===== src/rtl/sar_ctrl_pkg.sv =====
package sar_ctrl_pkg;

    typedef enum logic [1:0] {
        ST_IDLE    = 2'd0,
        ST_SAMPLE  = 2'd1,
        ST_DECIDE  = 2'd2,
        ST_PUBLISH = 2'd3
    } sar_state_e;

    // Overhead cycles in each frame: one sample/clear, one publish.
    localparam int unsigned OVERHEAD_CYCLES = 2;

endpackage


===== src/rtl/sar_fsm.sv =====
module sar_fsm
    import sar_ctrl_pkg::*;
(
    input  logic clk,
    input  logic rst,
    input  logic start,
    input  logic last_bit,
    output logic clear_trial,
    output logic seed,
    output logic decide,
    output logic publish,
    output logic sample_hold
);

    sar_state_e state_q;
    sar_state_e state_d;

    // State register
    always_ff @(posedge clk) begin
        if (rst) begin
            state_q <= ST_IDLE;
        end else begin
            state_q <= state_d;
        end
    end

    // Next-state logic
    always_comb begin
        state_d = state_q;
        unique case (state_q)
            ST_IDLE:    state_d = start ? ST_SAMPLE : ST_IDLE;
            ST_SAMPLE:  state_d = ST_DECIDE;
            ST_DECIDE:  state_d = last_bit ? ST_PUBLISH : ST_DECIDE;
            ST_PUBLISH: state_d = start ? ST_SAMPLE : ST_IDLE;
            default:    state_d = ST_IDLE;
        endcase
    end

    // Output strobes
    always_comb begin
        clear_trial = 1'b0;
        seed        = 1'b0;
        decide      = 1'b0;
        publish     = 1'b0;
        sample_hold = 1'b0;
        unique case (state_q)
            ST_IDLE: begin
                clear_trial = start;
            end
            ST_SAMPLE: begin
                sample_hold = 1'b1;
                seed        = 1'b1;
            end
            ST_DECIDE: begin
                decide = 1'b1;
            end
            ST_PUBLISH: begin
                publish     = 1'b1;
                clear_trial = start;
            end
            default: begin
                clear_trial = 1'b0;
            end
        endcase
    end

endmodule


===== src/rtl/sar_bit_pointer.sv =====
module sar_bit_pointer #(
    parameter int unsigned N = 8
) (
    input  logic         clk,
    input  logic         rst,
    input  logic         seed,
    input  logic         decide,
    output logic [N-1:0] ptr,
    output logic         last_bit
);

    logic [N-1:0] ptr_q;

    // One-hot marker: loaded on the MSB, walks one place down per decision.
    for (genvar i = 0; i < N; i++) begin : g_ptr
        if (i == N - 1) begin : g_top
            always_ff @(posedge clk) begin
                if (rst) begin
                    ptr_q[i] <= 1'b0;
                end else if (seed) begin
                    ptr_q[i] <= 1'b1;
                end else if (decide) begin
                    ptr_q[i] <= 1'b0;
                end
            end
        end else begin : g_low
            always_ff @(posedge clk) begin
                if (rst) begin
                    ptr_q[i] <= 1'b0;
                end else if (seed) begin
                    ptr_q[i] <= 1'b0;
                end else if (decide) begin
                    ptr_q[i] <= ptr_q[i+1];
                end
            end
        end
    end

    assign ptr      = ptr_q;
    assign last_bit = ptr_q[0];

endmodule


===== src/rtl/sar_trial_reg.sv =====
module sar_trial_reg #(
    parameter int unsigned N = 8
) (
    input  logic         clk,
    input  logic         rst,
    input  logic         clear_trial,
    input  logic         seed,
    input  logic         decide,
    input  logic [N-1:0] ptr,
    input  logic         cmp_hi,
    output logic [N-1:0] trial
);

    logic [N-1:0] trial_q;

    for (genvar i = 0; i < N; i++) begin : g_bit
        if (i == N - 1) begin : g_top
            always_ff @(posedge clk) begin
                if (rst || clear_trial) begin
                    trial_q[i] <= 1'b0;
                end else if (seed) begin
                    trial_q[i] <= 1'b1;
                end else if (decide && ptr[i]) begin
                    trial_q[i] <= cmp_hi;
                end
            end
        end else begin : g_low
            always_ff @(posedge clk) begin
                if (rst || clear_trial) begin
                    trial_q[i] <= 1'b0;
                end else if (seed) begin
                    trial_q[i] <= 1'b0;
                end else if (decide && ptr[i]) begin
                    // Resolve the bit under test.
                    trial_q[i] <= cmp_hi;
                end else if (decide && ptr[i+1]) begin
                    // Force the next lower bit high for the coming trial.
                    trial_q[i] <= 1'b1;
                end
            end
        end
    end

    assign trial = trial_q;

endmodule


===== src/rtl/sar_publish.sv =====
module sar_publish #(
    parameter int unsigned N = 8
) (
    input  logic         clk,
    input  logic         rst,
    input  logic         publish,
    input  logic [N-1:0] trial,
    output logic [N-1:0] data_out,
    output logic         done
);

    always_ff @(posedge clk) begin
        if (rst) begin
            data_out <= '0;
            done     <= 1'b0;
        end else begin
            done <= publish;
            if (publish) begin
                data_out <= trial;
            end
        end
    end

endmodule


===== src/rtl/sar_ctrl.sv =====
module sar_ctrl #(
    parameter int unsigned N = 8
) (
    input  logic         clk,
    input  logic         rst,
    input  logic         start,
    input  logic         cmp_hi,
    output logic         sample_hold,
    output logic [N-1:0] dac_code,
    output logic [N-1:0] data_out,
    output logic         done
);

    logic         clear_trial;
    logic         seed;
    logic         decide;
    logic         publish;
    logic         last_bit;
    logic [N-1:0] ptr;
    logic [N-1:0] trial;

    sar_fsm u_fsm (
        .clk        (clk),
        .rst        (rst),
        .start      (start),
        .last_bit   (last_bit),
        .clear_trial(clear_trial),
        .seed       (seed),
        .decide     (decide),
        .publish    (publish),
        .sample_hold(sample_hold)
    );

    sar_bit_pointer #(.N(N)) u_ptr (
        .clk     (clk),
        .rst     (rst),
        .seed    (seed),
        .decide  (decide),
        .ptr     (ptr),
        .last_bit(last_bit)
    );

    sar_trial_reg #(.N(N)) u_trial (
        .clk        (clk),
        .rst        (rst),
        .clear_trial(clear_trial),
        .seed       (seed),
        .decide     (decide),
        .ptr        (ptr),
        .cmp_hi     (cmp_hi),
        .trial      (trial)
    );

    sar_publish #(.N(N)) u_pub (
        .clk     (clk),
        .rst     (rst),
        .publish (publish),
        .trial   (trial),
        .data_out(data_out),
        .done    (done)
    );

    assign dac_code = trial;

endmodule


===== config.mk =====
export PLATFORM = sky130hd
export DESIGN_NAME = sar_ctrl
export DESIGN_NICKNAME = d
export VERILOG_FILES = /design/src/rtl/sar_ctrl_pkg.sv /design/src/rtl/sar_fsm.sv /design/src/rtl/sar_bit_pointer.sv /design/src/rtl/sar_trial_reg.sv /design/src/rtl/sar_publish.sv /design/src/rtl/sar_ctrl.sv
export SDC_FILE = /design/constraint.sdc
export NUM_CORES = 1
export LEC_CHECK = 0
export ABC_CLOCK_PERIOD_IN_PS = 1500
export BUFFER_PORTS_ARGS = -buffer_cell sky130_fd_sc_hd__buf_2
export CORE_MARGIN = 8
export CORE_UTILIZATION = 45
export CTS_BUF_LIST = sky130_fd_sc_hd__clkbuf_8
export DETAILED_ROUTE_END_ITERATION = 8
export PLACE_DENSITY_LB_ADDON = 0.2
export SLEW_MARGIN = 0
export SYNTH_ARGS = -nofsm -noshare
export SYNTH_HDL_FRONTEND = slang
export SYNTH_HIERARCHICAL = 1
export SYNTH_SLANG_ARGS = --single-unit

===== constraint.sdc =====
create_clock -name clk -period 1.5 [get_ports clk]
set_input_delay 0.15 -clock clk [delete_from_list [all_inputs] [get_ports clk]]
set_output_delay 0.15 -clock clk [all_outputs]
set_load 0.01 [all_outputs]

==> flow_metrics.env, run 1 <==
export IMPL_mappedNetlistNets=114
export IMPL_finalSetupViolations=0
export IMPL_arrival_ns=1.66
export IMPL_syn_to_final_growth_pct=14.29
export IMPL_postCtsSetupBuffers=0
export IMPL_async_flop_share_pct=0
export IMPL_holdPathStages=3
export IMPL_timing_rr_end="u_trial/trial[5]"
export IMPL_route_met2_wl_um=993
export IMPL_clkTransAtPathRegs_ns=0.09
export IMPL_wl_met1_um=955
export IMPL_tightest_slew_ns=0.5056
export IMPL_ant_nets=0
export IMPL_vias=779
export IMPL_p_comb_share_pct=12.3
export IMPL_place_area_um2=1254
export IMPL_yosysWarnings=6
export IMPL_yosys_area_top_type="dfxtp_1"
export IMPL_vdd_drop_max_uv=499.1
export IMPL_grt_max_degree=20
export IMPL_reg2reg_slack_ns=0.03
export IMPL_startpoint="u_fsm/state_q[1]"
export IMPL_fin_crit_sh_pct=98.21
export IMPL_cts_sinks=27
export IMPL_wl_mm=2.128
export IMPL_drc=0
export IMPL_die_area_um2=4396
export IMPL_wl_met3_um=150
export IMPL_skew_ns=0.004001
export IMPL_die_width_um=66.30
export IMPL_synth_cell_types=23
export IMPL_drv_cap=0
export IMPL_cts_resized=0
export IMPL_ff2ff_path_depth=4
export IMPL_dp_hpwl_mm=1.521
export IMPL_crit_fanout=7
export IMPL_outcome="finished clean"
export IMPL_p_sw_mw=0.3202
export IMPL_syn_area_um2=1139
export IMPL_wl_per_cell_um=13.73
export IMPL_ios=22
export IMPL_seqPwrFrac_pct=56.8
export IMPL_hold_viol=0
export IMPL_synthTopCellsByArea="dfxtp_1 (47%), mux2i_1 (13%), a221oi_2 (9.2%)"
export IMPL_rr_startpoint="u_fsm/state_q[1]"
export IMPL_rows=18
export IMPL_grt_pass1_wl_mm=3.567
export IMPL_p_int_mw=0.9909
export IMPL_cts_max_level=1
export IMPL_synth_seq_area_share_pct=47.47
export IMPL_synth_edff_count=0
export IMPL_endpoint_kind="flip-flop"
export IMPL_swShare_pct=24.42
export IMPL_synthTopCellsByCount="dfxtp_1 (27), nor2_1 (16), mux2i_1 (15)"
export IMPL_drtIter0Drc=31
export IMPL_relSlewSlack_pct=66.30
export IMPL_dr_pass1_iters=4
export IMPL_ys_seq_elements=27
export IMPL_min_period_ns=1.473
export IMPL_routed_via_density=5.026
export IMPL_rsz0062_at_grt="true"
export IMPL_port_buffers=21
export IMPL_ctsHoldBuffers=0
export IMPL_power_density_nw_per_um2=1008
export IMPL_cp_start_kind="flip-flop"
export IMPL_start_util_pct=46.81
export IMPL_cts_tree="yes"
export IMPL_hold_worst_slack_ns=0.1842
export IMPL_core_area_um2=2432
export IMPL_p_leak_nw=0.4926
export IMPL_die_y_um=66.30
export IMPL_avgSynthCellArea_um2=10.74
export IMPL_fin_area_um2=1301
export IMPL_grt_pass1_vias=733
export IMPL_crit_end="u_trial/trial[5]"
export IMPL_antenna_found_initial=0
export IMPL_hp_class="in2reg"
export IMPL_crit_type="reg2reg"
export IMPL_gr_usage_all_layers_pct=10.21
export IMPL_clkPwrFrac_pct=30.9
export IMPL_antenna_diode_count=0
export IMPL_insertion_delay_ns=0.27
export IMPL_synth_top_cell_area_share_pct=47.47
export IMPL_layout_drive_gt1_share_pct=36.00
export IMPL_cts_root_buf="clkbuf_8"
export IMPL_critPathRequiredTime_ns=1.69
export IMPL_top_layer="met4"
export IMPL_fill_cells=230
export IMPL_overflow=0
export IMPL_synth_ff_type="dfxtp_1"
export IMPL_fmax_ghz=0.6788
export IMPL_syn_inst=106
export IMPL_gp_congestion=0.7340
export IMPL_slew_viol_final=0
export IMPL_nets=134
export IMPL_yosysMostFrequentCell="dfxtp_1"
export IMPL_cts_buffers=3
export IMPL_clk_path_buf_depth=2
-- metal layers --
layer | vias up | global-route usage [%]
li1 | 395 | -
met4 | 0 | 4.000
met5 | - | 0
met1 | 364 | 12.23
met3 | 4 | 2.881
met2 | 16 | 16.77
-- per-stage QoR --
stage / util (%) / setup WS, ns / setup TNS [ns] / cells / power [mW]
finish: 53.50 / 0.02681 / 0 / 155 / 1.311
global route: 53.50 / -0.02768 / -0.09388 / 155 / 1.380
CTS: 53.45 / 0.003031 / 0 / 155 / 1.320
detailed placement: 51.54 / 0.02057 / 0 / 151 / 0.9190
global placement: 51.54 / 0.06161 / 0 / 151 / 0.9141
floorplan: - / 0.003273 / 0 / 106 / 0.8916
-- power by group through the flow --
stage                     sequential (mW)  clock, mW  combinational, mW
after global routing                0.747      0.458              0.175
final                               0.744      0.406              0.161
after detailed placement            0.761          0              0.158
after global placement              0.760          0              0.154
after CTS                           0.744      0.418              0.158
after floorplan                     0.761          0              0.131
-- logic make-up after synthesis --
family          Yosys count  share of synthesized area, %
mux                      15                         13.19
fa+ha+maj                 4                         4.396
flops                    27                         47.47
buf+inv                  18                         8.571
compound gates           17                         14.50
simple gates             25                         11.87
-- worst min path at each step --
stage,startpoint,end
after floorplan,rst,u_fsm/state_q[1]
after global placement,start,u_fsm/state_q[0]
after detailed placement,start,u_fsm/state_q[0]
after CTS,start,u_fsm/state_q[0]
after global routing,start,u_fsm/state_q[0]
final,start,u_fsm/state_q[0]
-- placed cells by master (no fill, tap or decap), drive strengths merged --
cell     n
a211oi   1
a21oi    1
a221oi   7
a22oi    1
and2     1
and2b    1
and4bb   1
buf     23
clkbuf   3
clkinv   1
dfxtp   27
ha       4
inv     10
mux2i   15
nand2b   1
nor2    16
nor2b    1
nor3     1
nor4     1
o21ai    7
or2      1
or3      1
-- state kept, by name, summed over array words and instances (netlist names) --
| name | count |
|---|---|
| u_ptr/last_bit | 1 |
| u_fsm/state_q | 2 |
| u_ptr/ptr | 7 |
| u_pub/data_out | 8 |
| u_pub/done | 1 |
| u_trial/trial | 8 |
-- critical path, cell delays in order (launching register included) --
cell and delay, ns:
dfxtp_2 0.35, ha_4 0.25, and2_4 0.14, or3_4 0.45, a221oi_2 0.20
-- final cells by class --
cell class,instances,area [um^2],share of cell area [%]
clock buffer,3,41.29,3.173
clock inverter,1,5.005,0.3846
inverter,10,37.54,2.885
timing repair buffer,23,120.1,9.231
multi-input combinational,61,516.7,39.71
sequential,27,543.0,41.73
tap,30,37.54,2.885
Note: power is estimated with default switching activity, not from simulation.
==> inputs of run 2 (changes only) <==
--- a/config.mk
+++ b/config.mk
@@ -11,7 +11,7 @@
 export CORE_UTILIZATION = 45
 export CTS_BUF_LIST = sky130_fd_sc_hd__clkbuf_8
 export DETAILED_ROUTE_END_ITERATION = 8
-export PLACE_DENSITY_LB_ADDON = 0.2
+export PLACE_DENSITY = 0.7
 export SLEW_MARGIN = 0
 export SYNTH_ARGS = -nofsm -noshare
 export SYNTH_HDL_FRONTEND = slang
==> run 2 against run 1 <==
First-iteration DRC count shrank 26%. Non-clock buffer count is the same. Via count grew 3.1%. Final area grew 0.38%. Clock skew shrank 0.0025 ns. Cell count is the same. Hold slack lost 0.011 ns. Largest cell class unchanged. Largest power group unchanged. Highest routed layer unchanged.
==> flow_metrics.env, run 2 (synthesis gave the netlist of run 1 again) <==
export IMPL_outcome="finished clean"
export IMPL_hold_worst_slack_ns=0.1735
export IMPL_clkTransAtPathRegs_ns=0.09
export IMPL_vias=803
export IMPL_endpoint_kind="flip-flop"
export IMPL_syn_to_final_growth_pct=14.73
export IMPL_drtIter0Drc=23
export IMPL_hp_class="in2reg"
export IMPL_finalSetupViolations=0
export IMPL_layout_drive_gt1_share_pct=36.00
export IMPL_routed_via_density=5.181
export IMPL_dr_pass1_iters=4
export IMPL_final_cell_mix="dfxtp_1 (25), buf_2 (21), nor2_1 (16)"
export IMPL_grt_busiest_layer="met2"
export IMPL_finalPower_mw=1.330
export IMPL_crit_fanout=7
export IMPL_ff2ff_path_depth=5
export IMPL_slew_viol_final=0
export IMPL_cts_max_level=1
export IMPL_nets=134
export IMPL_final_common_cell="dfxtp_1"
export IMPL_fin_crit_sh_pct=99.12
export IMPL_port_buffers=21
export IMPL_clk_path_buf_depth=2
export IMPL_pre_cts_ws_ns=0.02291
export IMPL_cts_sinks=27
export IMPL_place_area_um2=1246
export IMPL_dp_hpwl_mm=1.511
export IMPL_dp_cells=150
export IMPL_grt_max_degree=20
export IMPL_holdPathStages=3
export IMPL_hold_end="u_fsm/state_q[0]"
export IMPL_min_period_ns=1.487
export IMPL_power_density_nw_per_um2=1018
export IMPL_antenna_found_initial=0
export IMPL_fin_area_um2=1306
export IMPL_gp_congestion=0.7371
export IMPL_grt_use_met1_pct=11.64
export IMPL_crit_type="reg2reg"
export IMPL_reg2reg_slack_ns=0.01
export IMPL_final_setup_tns_ns=0
export IMPL_hold_viol=0
export IMPL_die_y_um=66.30
export IMPL_skew_ns=0.001502
export IMPL_arrival_ns=1.68
export IMPL_fmax_ghz=0.6726
export IMPL_min_from="start"
export IMPL_grt_pass1_vias=795
export IMPL_cts_buffers=3
export IMPL_antenna_diode_count=0
export IMPL_grt_use_met3_pct=2.712
export IMPL_timing_rr_end="u_trial/trial[5]"
export IMPL_use_met2_pct=18.34
export IMPL_rows=18
export IMPL_wl_mm=2.174
export IMPL_rr_startpoint="u_fsm/state_q[0]"
export IMPL_final_core_util_pct=53.70
export IMPL_ios=22
export IMPL_setup_ws_ns=0.01320
export IMPL_ctsHoldBuffers=0
export IMPL_cp_start_kind="flip-flop"
export IMPL_start_util_pct=46.81
export IMPL_die_area_um2=4396
export IMPL_gr_usage_all_layers_pct=10.74
export IMPL_rsz0062_at_grt="true"
export IMPL_stdcell_count=155
export IMPL_overflow=0
export IMPL_drc=0
export IMPL_wl_per_cell_um=14.03
export IMPL_cts_tree="yes"
export IMPL_insertion_delay_ns=0.28
export IMPL_tightest_slew_ns=0.5329
export IMPL_critPathRequiredTime_ns=1.70
export IMPL_ant_nets=0
export IMPL_grt_pass1_wl_mm=3.650
export IMPL_relSlewSlack_pct=64.48
export IMPL_p_leak_nw=0.4884
export IMPL_core_area_um2=2432
export IMPL_vdd_drop_max_uv=512.0
export IMPL_cts_root_buf="clkbuf_8"
export IMPL_die_width_um=66.30
export IMPL_drv_cap=0
run 2: cell types whose count changed in the layout (fill, tap and decap cells not counted), sizes merged:
cell / change
clkinv: -1
clkinvlp: +1
run 2: area by class of cell:
class | count | area, um^2
inverters | 10 | 37.54
repair buffers | 23 | 120.1
clock inverters | 1 | 7.507
flip-flops and latches | 27 | 545.5
fillers | 215 | 1126
clock buffers | 3 | 41.29
multi-input cells | 61 | 516.7
well taps | 30 | 37.54
run 2: worst max-delay path by stage:
| stage | start | slack (ns) | depth (start not counted) | endpoint |
|---|---|---|---|---|
| 3_5_place_dp | u_fsm/state_q[0] | 0.02 | 5 | u_trial/trial[5] |
| 5_1_grt | u_fsm/state_q[0] | -0.04 | 5 | u_trial/trial[0] |
| 6_report | u_fsm/state_q[0] | 0.01 | 5 | u_trial/trial[5] |
| 3_3_place_gp | u_fsm/state_q[0] | 0.05 | 5 | u_trial/trial[4] |
| 4_1_cts | u_fsm/state_q[0] | 0.002 | 5 | u_trial/trial[5] |
| 2_1_floorplan | u_fsm/state_q[0] | 0.003 | 6 | u_trial/trial[0] |
run 2: metal layers:
layer  part of all wire (%)  vias up
met2                     49       14
li1                       -      398
met3                    6.4        5
met4                    2.3        0
met5                      0        -
met1                     42      386
run 2: critical path: stages (launching register included):
cell and delay (ns):
dfxtp_2 0.34, inv_2 0.05, ha_4 0.24, and2_4 0.14
or3_4 0.45, a221oi_2 0.19
run 2: repair_timing:
action | in CTS | in global routing
buffers inserted | 0 | 1
setup endpoints to repair | 0 | 7
gates resized for setup | 0 | 3
run 2: power by group:
group | leakage (nW) | total, mW | switching, mW | internal, mW
Combinational | 0.248 | 0.168 | 0.0898 | 0.0782
Sequential | 0.219 | 0.744 | 0.0133 | 0.731
Clock | 0.0217 | 0.418 | 0.229 | 0.189
Total | 0.488 | 1.33 | 0.332 | 0.998
